$ cat src/rtl/prio_intc.sv
module prio_intc #(
  parameter int NSRC = 8,
  parameter int PW   = 4,
  localparam int IW  = $clog2(NSRC)
) (
  input  logic            clk,
  input  logic            rst_n,
  input  logic [NSRC-1:0] src_req,
  input  logic            cfg_we,
  input  logic [IW-1:0]   cfg_idx,
  input  logic            cfg_en,
  input  logic [PW-1:0]   cfg_prio,
  input  logic            cfg_level,
  input  logic            fast_we,
  input  logic            fast_valid,
  input  logic [IW-1:0]   fast_idx,
  input  logic [NSRC-1:0] sw_set,
  input  logic [NSRC-1:0] sw_clr,
  input  logic [PW-1:0]   cpu_level,
  input  logic            ack,
  input  logic [IW-1:0]   ack_vec,
  output logic [NSRC-1:0] pend,
  output logic            irq,
  output logic [IW-1:0]   irq_vec,
  output logic            firq
);
  logic [NSRC-1:0] pend_q, en_q, lvl_q, src_d;
  logic [PW-1:0]   prio_q [NSRC];
  logic [NSRC*PW-1:0] prio_flat;
  logic            fv_q;
  logic [IW-1:0]   fidx_q;
  logic            live_q;

  logic [NSRC-1:0] edge_hit, ack_hot, fast_hot, cand, pend_nxt;
  logic [PW-1:0]   best;
  logic [IW-1:0]   best_idx;
  logic            hit;

  assign edge_hit = src_req & ~src_d;
  assign ack_hot  = ack  ? (NSRC'(1) << ack_vec) : '0;
  assign fast_hot = fv_q ? (NSRC'(1) << fidx_q)  : '0;
  assign cand     = pend_q & en_q & ~fast_hot;
  assign pend_nxt = (lvl_q & src_req) |
                    (~lvl_q & ((pend_q & ~(sw_clr | ack_hot)) | edge_hit | sw_set));
  assign pend     = pend_q;

  for (genvar g = 0; g < NSRC; g++) begin : g_flat
    assign prio_flat[g*PW +: PW] = prio_q[g];
  end

  always_comb begin
    best     = cpu_level;
    best_idx = '0;
    hit      = 1'b0;
    for (int i = 0; i < NSRC; i++) begin
      if (cand[i] && prio_q[i] > best) begin
        best     = prio_q[i];
        best_idx = IW'(i);
        hit      = 1'b1;
      end
    end
  end

  always_ff @(posedge clk or negedge rst_n) begin
    if (!rst_n) begin
      pend_q  <= '0;
      en_q    <= '0;
      lvl_q   <= '0;
      src_d   <= '0;
      fv_q    <= 1'b0;
      fidx_q  <= '0;
      irq     <= 1'b0;
      irq_vec <= '0;
      firq    <= 1'b0;
      live_q  <= 1'b0;
      for (int i = 0; i < NSRC; i++) prio_q[i] <= '0;
    end else begin
      live_q  <= 1'b1;
      src_d   <= src_req;
      pend_q  <= pend_nxt;
      irq     <= hit;
      irq_vec <= best_idx;
      firq    <= |(pend_q & en_q & fast_hot);
      if (cfg_we) begin
        en_q[cfg_idx]   <= cfg_en;
        lvl_q[cfg_idx]  <= cfg_level;
        prio_q[cfg_idx] <= cfg_prio;
      end
      if (fast_we) begin
        fv_q   <= fast_valid;
        fidx_q <= fast_idx;
      end
    end
  end

  AST_WIN_ENABLED: assert property (@(posedge clk) disable iff (!rst_n)
    (live_q && irq) |-> ((($past(pend_q & en_q)) >> irq_vec) & NSRC'(1)) != '0);
  AST_WIN_NONZERO: assert property (@(posedge clk) disable iff (!rst_n)
    (live_q && irq && $stable(prio_flat)) |-> prio_q[irq_vec] != '0);
  AST_ABOVE_LEVEL: assert property (@(posedge clk) disable iff (!rst_n)
    (live_q && irq && $stable(prio_flat)) |-> prio_q[irq_vec] > $past(cpu_level));
  AST_LEVEL_TRACK: assert property (@(posedge clk) disable iff (!rst_n)
    live_q |=> ((pend_q ^ $past(src_req)) & $past(lvl_q)) == '0);
  AST_FAST_APART: assert property (@(posedge clk) disable iff (!rst_n)
    (live_q && irq) |-> !($past(fv_q) && $past(fidx_q) == irq_vec));
endmodule

$ cat config.mk
export PLATFORM = sky130hd
export DESIGN_NAME = prio_intc
export DESIGN_NICKNAME = d
export VERILOG_FILES = /design/src/rtl/prio_intc.sv
export SDC_FILE = /design/constraint.sdc
export NUM_CORES = 1
export LEC_CHECK = 0
export CORE_UTILIZATION = 35
export CTS_CLUSTER_SIZE = 24
export DETAILED_ROUTE_END_ITERATION = 8
export SKIP_CTS_REPAIR_TIMING = 1
export SYNTH_ARGS = -nofsm -noshare
export SYNTH_HDL_FRONTEND = slang
export SYNTH_SLANG_ARGS = --single-unit
$ cat constraint.sdc
create_clock -name clk -period 11.72 [get_ports clk]
set_input_delay 1.758 -clock clk [delete_from_list [all_inputs] [get_ports clk]]
set_output_delay 1.758 -clock clk [all_outputs]
set_load 0.02 [all_outputs]
### After elaboration in Yosys (flattened, before gate mapping)

Index checks and enable logic that the tools add are counted.

* register bits after elaboration: 73
* bits in latches: 0
* RAM bits: 0
* ROM bits: 0
* output and inout bits: 13
* logic and storage cells: 89
* memories kept: 0

* add/sub/neg operators: 0
* multipliers: 0
* div/mod/pow operators: 0
* order comparisons: 12
* eq/ne operators: 0
* shift-type cells: 2
* mux-type cells: 31
* bitwise logic cells: 16
* reductions and logical operators: 11

Operators by type and width (number)
* $and 8x8->8: 7
* $bwmux 32: 1
* $gt 4x4->1: 8
* $mux 4: 8
* $not 8->8: 4
* $or 8x8->8: 4
* $mux 3: 6
* $bwmux 8: 2
* $mux 8: 2
* $shl 1x3->8 const A: 2
* $demux 4 s3: 1
* $logic_and 1x1->1: 10
* $mux 1: 10
* $reduce_or 8->1: 1
* $ge 4x4->1 const B: 1
* $lt 3x4->1 const B: 1
* $lt 4x1->1 const B: 1
* $not 3->4: 1
* $demux 1 s3: 1
* $ge 3x1->1 const B: 1

### Depth between registers and ports, before layout

Gate-level depths: netlist (run 1).

* depth after elaboration: 27
* gate-level depth with buffers: 69
* gate-level depth less buffers: 67

### Least setup slack after synthesis (run 1)

Ideal clock, no wire load.

* path type: input -> register
* from: input cpu_level[2]
* to: register irq
* setup time: 0.139 ns
* data arrival time: 13.887 ns
* path slack: -2.305 ns
* stages on the path: 63
* buffers on the path: 2
* path through: inv_1 > ha_1 > and4_1 > a211o_1 > a21oi_1 > buf_2 > nor2_1 > a21oi_1 > ha_1 > a21o_1 > maj3_1 > a21oi_1 > nor2_1 > mux2i_1 > inv_1 > ha_1 > nor2b_1 > o21ai_0 > [... 27 more ...] > nor2_1 > mux2i_1 > ha_1 > nor2b_1 > o21ai_0 > nand2b_1 > a21oi_1 > a311oi_1 > inv_1 > nand3_1 > o221ai_1 > ha_1 > nor2b_1 > o21a_1 > o21a_1 > o21ai_0 > nand2_1 > or4_4

* word-level cells in the longest chain between the ends: 24
* elaborated cells between the ends (all ways): 31
* classes of those cells: order compare (8); mux (15); reduce/logical (8)

RTL lines
* from (decl): line 19 `input logic [PW-1:0] cpu_level,`
* $gt 4x4->1: line 56 `if (cand[i] && prio_q[i] > best) begin`
* $logic_and 1x1->1: line 56
* $mux 4: line 56
* $gt 4x4->1: line 56
* $logic_and 1x1->1: line 56
* $mux 4: line 56
* $gt 4x4->1: line 56
* $logic_and 1x1->1: line 56
* [... 9 more ...]
* $mux 4: line 56
* $gt 4x4->1: line 56
* $logic_and 1x1->1: line 56
* $mux 4: line 56
* $gt 4x4->1: line 56
* $logic_and 1x1->1: line 56
* $mux 1 (*): line 56
* via hit: line 37 `logic hit;`
* to (signal assigned): line 81 `irq <= hit;`
* to (decl): line 23 `output logic irq,`

The timed path passes the listed nets; every way through them passes the cells marked *.
A chain may end at the register's enable or synchronous reset.

### Final worst setup path (run 1)

* from: input cpu_level[3]
* to: register irq

Same word-level chain as after synthesis.

==> results of run 1 <==
-- cell type report --
| cell class | instances | area (um^2) | area share |
|---|---|---|---|
| Timing Repair Buffer | 150 | 1280 | 0.190 |
| Inverter | 48 | 200 | 0.0297 |
| Clock buffer | 10 | 229 | 0.0339 |
| Tap cell | 172 | 215 | 0.0319 |
| Multi-Input combinational cell | 327 | 2920 | 0.432 |
| Sequential cell | 73 | 1830 | 0.271 |
| Clock inverter | 5 | 81.3 | 0.0120 |
-- cell families (layout without fill, tap and decap cells) --
group | after synthesis | in the layout | share of synthesized area
AOI/OAI and AO/OA | 129 | 129 | 0.198
and+or+nand+nor | 120 | 120 | 0.144
DFF | 73 | 73 | 0.406
buffers and inverters | 56 | 213 | 0.0489
muxes | 49 | 49 | 0.124
xor gates and xnor gates | 1 | 1 | 0.00195
adders and majority gates | 28 | 28 | 0.0773
-- synth_stat cells, types with 3 or more instances --
master	n	area, um^2
dfrtp_1	73	1830
inv_1	48	180
mux2_2	45	507
o21ai_0	45	225
nand2_1	35	131
ha_1	27	338
nor2_1	19	71.3
nand3_1	16	80.1
a31oi_1	15	93.8
a21oi_1	12	60.1
o21a_1	9	67.6
nand4_1	7	43.8
nor2b_1	7	43.8
nor3_1	7	35.0
a21o_1	6	45.0
clkbuf_1	5	18.8
a211oi_1	4	30.0
o31ai_1	4	30.0
mux2i_1	3	30.0
nand4b_1	3	26.3
nor3b_1	3	22.5
o211ai_1	3	22.5
o221ai_1	3	26.3
or2_2	3	18.8
or4_1	3	22.5
-- metrics by stage --
| step | hold slack, ns | worst slack, ns | cell area [um^2] | instances |
|---|---|---|---|---|
| floorplan | 0.447 | -1.12 | 4760 | 456 |
| global placement | 0.463 | -1.89 | 6130 | 760 |
| detailed placement | 0.469 | -2.29 | 6130 | 760 |
| CTS | 0.479 | -2.00 | 6440 | 775 |
| global route | 0.505 | -1.41 | 6750 | 785 |
| finish | 0.480 | -0.846 | 6750 | 785 |
-- worst paths after layout --
| kind | slack, ns | start | endpoint |
|---|---|---|---|
| hold reg to reg | 0.48 | lvl_q[7] | pend[7] |
| setup / recovery | -0.85 | cpu_level[3] | irq |
| setup reg to reg | 0.22 | prio_flat[3] | irq |
| min in group asynchronous | 1.56 | rst_n | en_q[0] |
| hold / removal | 0.48 | lvl_q[7] | pend[7] |
| max in group asynchronous | 9.53 | rst_n | prio_flat[22] |
-- registers in the layout, indices dropped and copies added (netlist names), 3 cells and up --
signal     flops
lvl_q          8
prio_flat     32
src_d          8
irq_vec        3
en_q           8
fidx_q         3
pend           8
-- power groups by stage --
| stage | Sequential, uW | Combinational, uW | Clock (uW) |
|---|---|---|---|
| CTS | 348 | 744 | 297 |
| detailed placement | 353 | 740 | 0 |
| global route | 358 | 927 | 308 |
| floorplan | 354 | 447 | 0 |
| finish | 351 | 848 | 293 |
| global placement | 352 | 726 | 0 |
-- routing by layer --
| layer | vias to the layer above | track usage | part of all wire |
|---|---|---|---|
| li1 | 2005 | - | - |
| met1 | 2015 | 0.260 | 0.44 |
| met5 | - | 0 | 0 |
| met3 | 15 | 0.0422 | 0.050 |
| met2 | 135 | 0.342 | 0.50 |
| met4 | 0 | 0.0719 | 0.015 |
==> summary.txt, run 1 <==
Clk_lat worst skew: 0.33 ns
Final Max Slew Viols: 0
Hold Crit Depth: 1
Instance count on the critical path: 63
Starting Density: 0.358
Root Buffer: clkbuf_16
# DRC: 0
Number of global-route vias before repair: 4084
DIE HEIGHT: 115 um
GRT overflow: 0
Core ar.: 0.0126 mm^2
All-Layer GR Usage: 0.204
# nets final: 685
Critical Path AT: 12.77 ns
Clk slew on worst S/H paths: 0.06 ns
Worst hold path type: reg2reg
Overall power: 1490 uW
Mean number of vias per cell: 5.31
R2R depth: 61
Setup WS post-layout: -0.846 ns
First-pass GRT wire length: 20.5 mm
TritonRoute pass-1 iters: 5
Internal power: 937 uW
Outcome: complete, but fails checks
Sequential share of power: 0.235
Area delta synth->final: 50.0%
Antenna-violating nets left: 0
Sw power: 555 uW
Top delay family on crit path: compound AO/OA/AOI/OAI gates
Static Leak: 0.00289 uW
Fmax: 79.6 MHz
Final min period: 12.57 ns
Synth Net Count: 532
Slowest cell on the critical path: or4_4
Filler cells: 1114
EDFF count, synth: 0
Diode count: 0
Crit share post-route: 1.07
Initial antenna violation count: 0
CP Launch Type: primary input
Slowest Stage Delay on Critical Path: 0.42 ns
Crit. End Element: flop
Die W: 115 um
Detailed Place HPWL: 9.78 mm
Most frequent cells in the layout: buf_4, dfrtp_1, clkdlybuf4s50_1
TritonCTS clock tree: built
GPL Wtd Cong: 0.862
Failing checks: negative setup slack
Cell Pwr Density: 221 mW/mm^2
Unique masters post-synth: 62
Avg Synthesized Cell Area: 9.87 um^2
Setup_tns: -2.62 ns
RSZ-0062 raised after global routing: true
Main synth FF type: dfrtp_1
CTS Sinks: 73
Largest net degree at the start of global routing: 74
Final core occ: 0.537
Num rows: 41
WL per Instance: 16.5 um
Max-cap violations: 0
Synthesis Warnings: 0
Register area share after synthesis: 0.406
Final Hold Vio Count: 0
Final Skew: 0.00444 ns
Critical-path maximum fanout: 6
Area of the mapped netlist: 0.00450 mm^2
Combinational Power Share: 0.568
H-tree depth reported by CTS: 3
CP Data Required Time: 11.93 ns
Setup violations, final: 4
Syn Inst Count: 456
CTS Buf Count: 9
Commonest non-fill, non-tap cell in the layout: buf_4
CP bufs+invs: 5
Drt initial violations: 177
Slew HR: 0.273
Seq cells post-synth: 73
Clock power frac: 0.196
Asr flop ratio synth: 1.00
Least-Margin Pin Slew: 1.09 ns
Layout cell share with drive strength beyond 1: 0.392
Die area: 0.0133 mm^2
Max Root-Sink Buffers: 2
WS Path Type: in2reg
Crit path top cell by count: ha_1
Vias: 4170
I/O Buffers: 61
I/O pin cnt: 62
Final WL: 12.9 mm
Maximum vdd ir drop: 98.2 uV
Switching Fraction: 0.372
No activity file was read; power rests on OpenSTA's default activity.
==> run 2: changes to the inputs <==
--- a/config.mk
+++ b/config.mk
@@ -5,6 +5,7 @@
 export SDC_FILE = /design/constraint.sdc
 export NUM_CORES = 1
 export LEC_CHECK = 0
+export ABC_AREA = 1
 export CORE_UTILIZATION = 35
 export CTS_CLUSTER_SIZE = 24
 export DETAILED_ROUTE_END_ITERATION = 8
==> summary.txt, run 2 <==
I/O pin cnt: 62
CP Launch Type: primary input
Area delta synth->final: 25.5%
Static Leak: 0.00272 uW
Diode count: 0
Initial antenna violation count: 0
Die W: 114 um
Seq cells post-synth: 73
Synth area leader: dfrtp_1
Hold_ws: 0.488 ns
Crit path top cell by count: ha_1
Final min period: 10.33 ns
Clock power frac: 0.282
Slowest cell on the critical path: clkdlybuf4s50_1
Clk_lat worst skew: 0.32 ns
Area share of the largest cell type after synthesis: 0.419
Final Skew: 0.00314 ns
Sequential share of power: 0.333
Sw power: 362 uW
CTS Buf Count: 9
DIE HEIGHT: 114 um
Slowest Stage Delay on Critical Path: 0.49 ns
# DRC: 0
Final Max Slew Viols: 0
Largest register FFs: 32
Area of the mapped netlist: 0.00436 mm^2
Vias: 3770
Outcome: completed
Commonest non-fill, non-tap cell in the layout: nand2_1
Maximum vdd ir drop: 94.4 uV
Main synth FF type: dfrtp_1
Gr busiest metal: met2
Register area: 0.00183 mm^2
Area occupied by multi-input gates: 0.00223 mm^2
Mean number of vias per cell: 4.73
WS Path Type: in2reg
Detailed Place HPWL: 8.14 mm
Met2 Resource Use GR: 0.294
Layout Cells excl Fill: 797
Setup WS post-layout: 1.39 ns
First-pass GRT wire length: 17.5 mm
Clk slew on worst S/H paths: 0.06 ns
H-tree depth reported by CTS: 3
Worst slack, placed: 1.02 ns
Avg Synthesized Cell Area: 7.81 um^2
Least-Margin Pin Slew: 0.909 ns
Critical-path maximum fanout: 10
GRT overflow: 0
Num rows: 40
Synthesis Warnings: 0
Core ar.: 0.0121 mm^2
Final WL: 10.2 mm
CTS Sinks: 73
Cell Pwr Density: 183 mW/mm^2
Most frequent cells in the layout: nand2_1, dfrtp_1, inv_1
Largest net degree at the start of global routing: 74
I/O Buffers: 61
GR Layer Usage met1: 0.217
Final Hold Vio Count: 0
Number of global-route vias before repair: 3708
Cell with the most instances after synthesis: nand2_1
Met3 GRT Util: 0.0308
Crit. End Element: flop
Combinational Power Share: 0.386
Antenna-violating nets left: 0
CP Data Required Time: 11.92 ns
TritonCTS clock tree: built
All-Layer GR Usage: 0.173
WL per Instance: 12.8 um
Crit share post-route: 0.882
GPL Wtd Cong: 0.838
RSZ-0062 raised after global routing: false
Slew HR: 0.394
Syn Inst Count: 559
Synth Net Count: 635
Max-cap violations: 0
Synth top cells by count: nand2_1, dfrtp_1, inv_1, o21ai_0, nand3_1
Setup_tns: 0 ns
Starting Density: 0.362
EDFF count, synth: 0
Setup violations, final: 0
Die area: 0.0129 mm^2
Register area share after synthesis: 0.419
Internal power: 638 uW
Asr flop ratio synth: 1.00
Overall power: 1000 uW
Switching Fraction: 0.362
TritonRoute pass-1 iters: 4
Unique masters post-synth: 32
# nets final: 700
Layout cell share with drive strength beyond 1: 0.0970
Drt initial violations: 190
Fmax: 96.8 MHz
Max Root-Sink Buffers: 2
Critical Path AT: 10.53 ns
Area contributors post-synth: dfrtp_1, nand2_1, o21ai_0, ha_1, inv_1
Placed Cells: 781
Root Buffer: clkbuf_16
Filler cells: 1194
Worst hold path type: reg2reg
==> run 2: critical path, delay by kind of cell <==
| kind | cells | cell delay, ns |
|---|---|---|
| adder cells (fa/ha/maj) | 8 | 2.44 |
| AND/OR/NAND/NOR | 30 | 3.38 |
| buffers and inverters | 7 | 0.80 |
| AO/OA/AOI/OAI | 12 | 2.12 |
==> run 2: worst paths after layout <==
check                                     end     startpoint  slack [ns]  depth (start not counted)
worst max-delay path                      irq   cpu_level[2]        1.39                         57
worst min-delay path            prio_flat[20]  prio_flat[20]        0.49                          2
worst max register to register            irq   prio_flat[1]        2.94                         56
worst min register to register  prio_flat[20]  prio_flat[20]        0.49                          2
max in group asynchronous        prio_flat[2]          rst_n        9.57                          1
min in group asynchronous            src_d[6]          rst_n        1.56                          1
==> run 2: per-layer routing <==
layer  vias up  wire length, um
met4         0              212
li1       1947                -
met1      1736             4750
met2        71             4830
met5         -                0
met3        16              400
==> run 2: power groups by stage <==
stage	Sequential, uW	Combinational (uW)	Clock (uW)
final	333	386	282
after CTS	333	390	287
after global routing	339	445	301
after global placement	335	374	0
after detailed placement	337	387	0
after floorplan	339	268	0
==> run 2: cell families after synthesis <==
kind of cell               count (synthesis)  synth area share
and+or+nand+nor                          281             0.310
DFF                                       73             0.419
AOI/OAI and AO/OA                         96             0.122
muxes                                      1           0.00258
buffers and inverters                     81            0.0697
adders and majority gates                 27            0.0774
==> run 2: layout make-up <==
cell class,count,area share
clock buffers,12,0.0487
clock inverters,4,0.00914
inverters,73,0.0500
multi-input cells,405,0.408
flip-flops and latches,73,0.334
well taps,168,0.0384
repair buffers,62,0.112
==> run 2: stage by stage <==
stage           util  area [um^2]
3_5_place_dp   0.428         5160
3_3_place_gp   0.428         5160
5_1_grt        0.454         5480
4_1_cts        0.454         5480
6_report       0.454         5480
2_1_floorplan      -         4360
==> run 3: changes to the inputs <==
--- a/config.mk
+++ b/config.mk
@@ -6,10 +6,13 @@
 export NUM_CORES = 1
 export LEC_CHECK = 0
 export ABC_AREA = 1
+export CAP_MARGIN = 20
 export CORE_UTILIZATION = 35
 export CTS_CLUSTER_SIZE = 24
 export DETAILED_ROUTE_END_ITERATION = 8
 export SKIP_CTS_REPAIR_TIMING = 1
+export SKIP_LAST_GASP = 1
+export SLEW_MARGIN = 25
 export SYNTH_ARGS = -nofsm -noshare
 export SYNTH_HDL_FRONTEND = slang
 export SYNTH_SLANG_ARGS = --single-unit
==> results of run 3 <==
Final layout, timing and power as in run 2 (identical DEF).
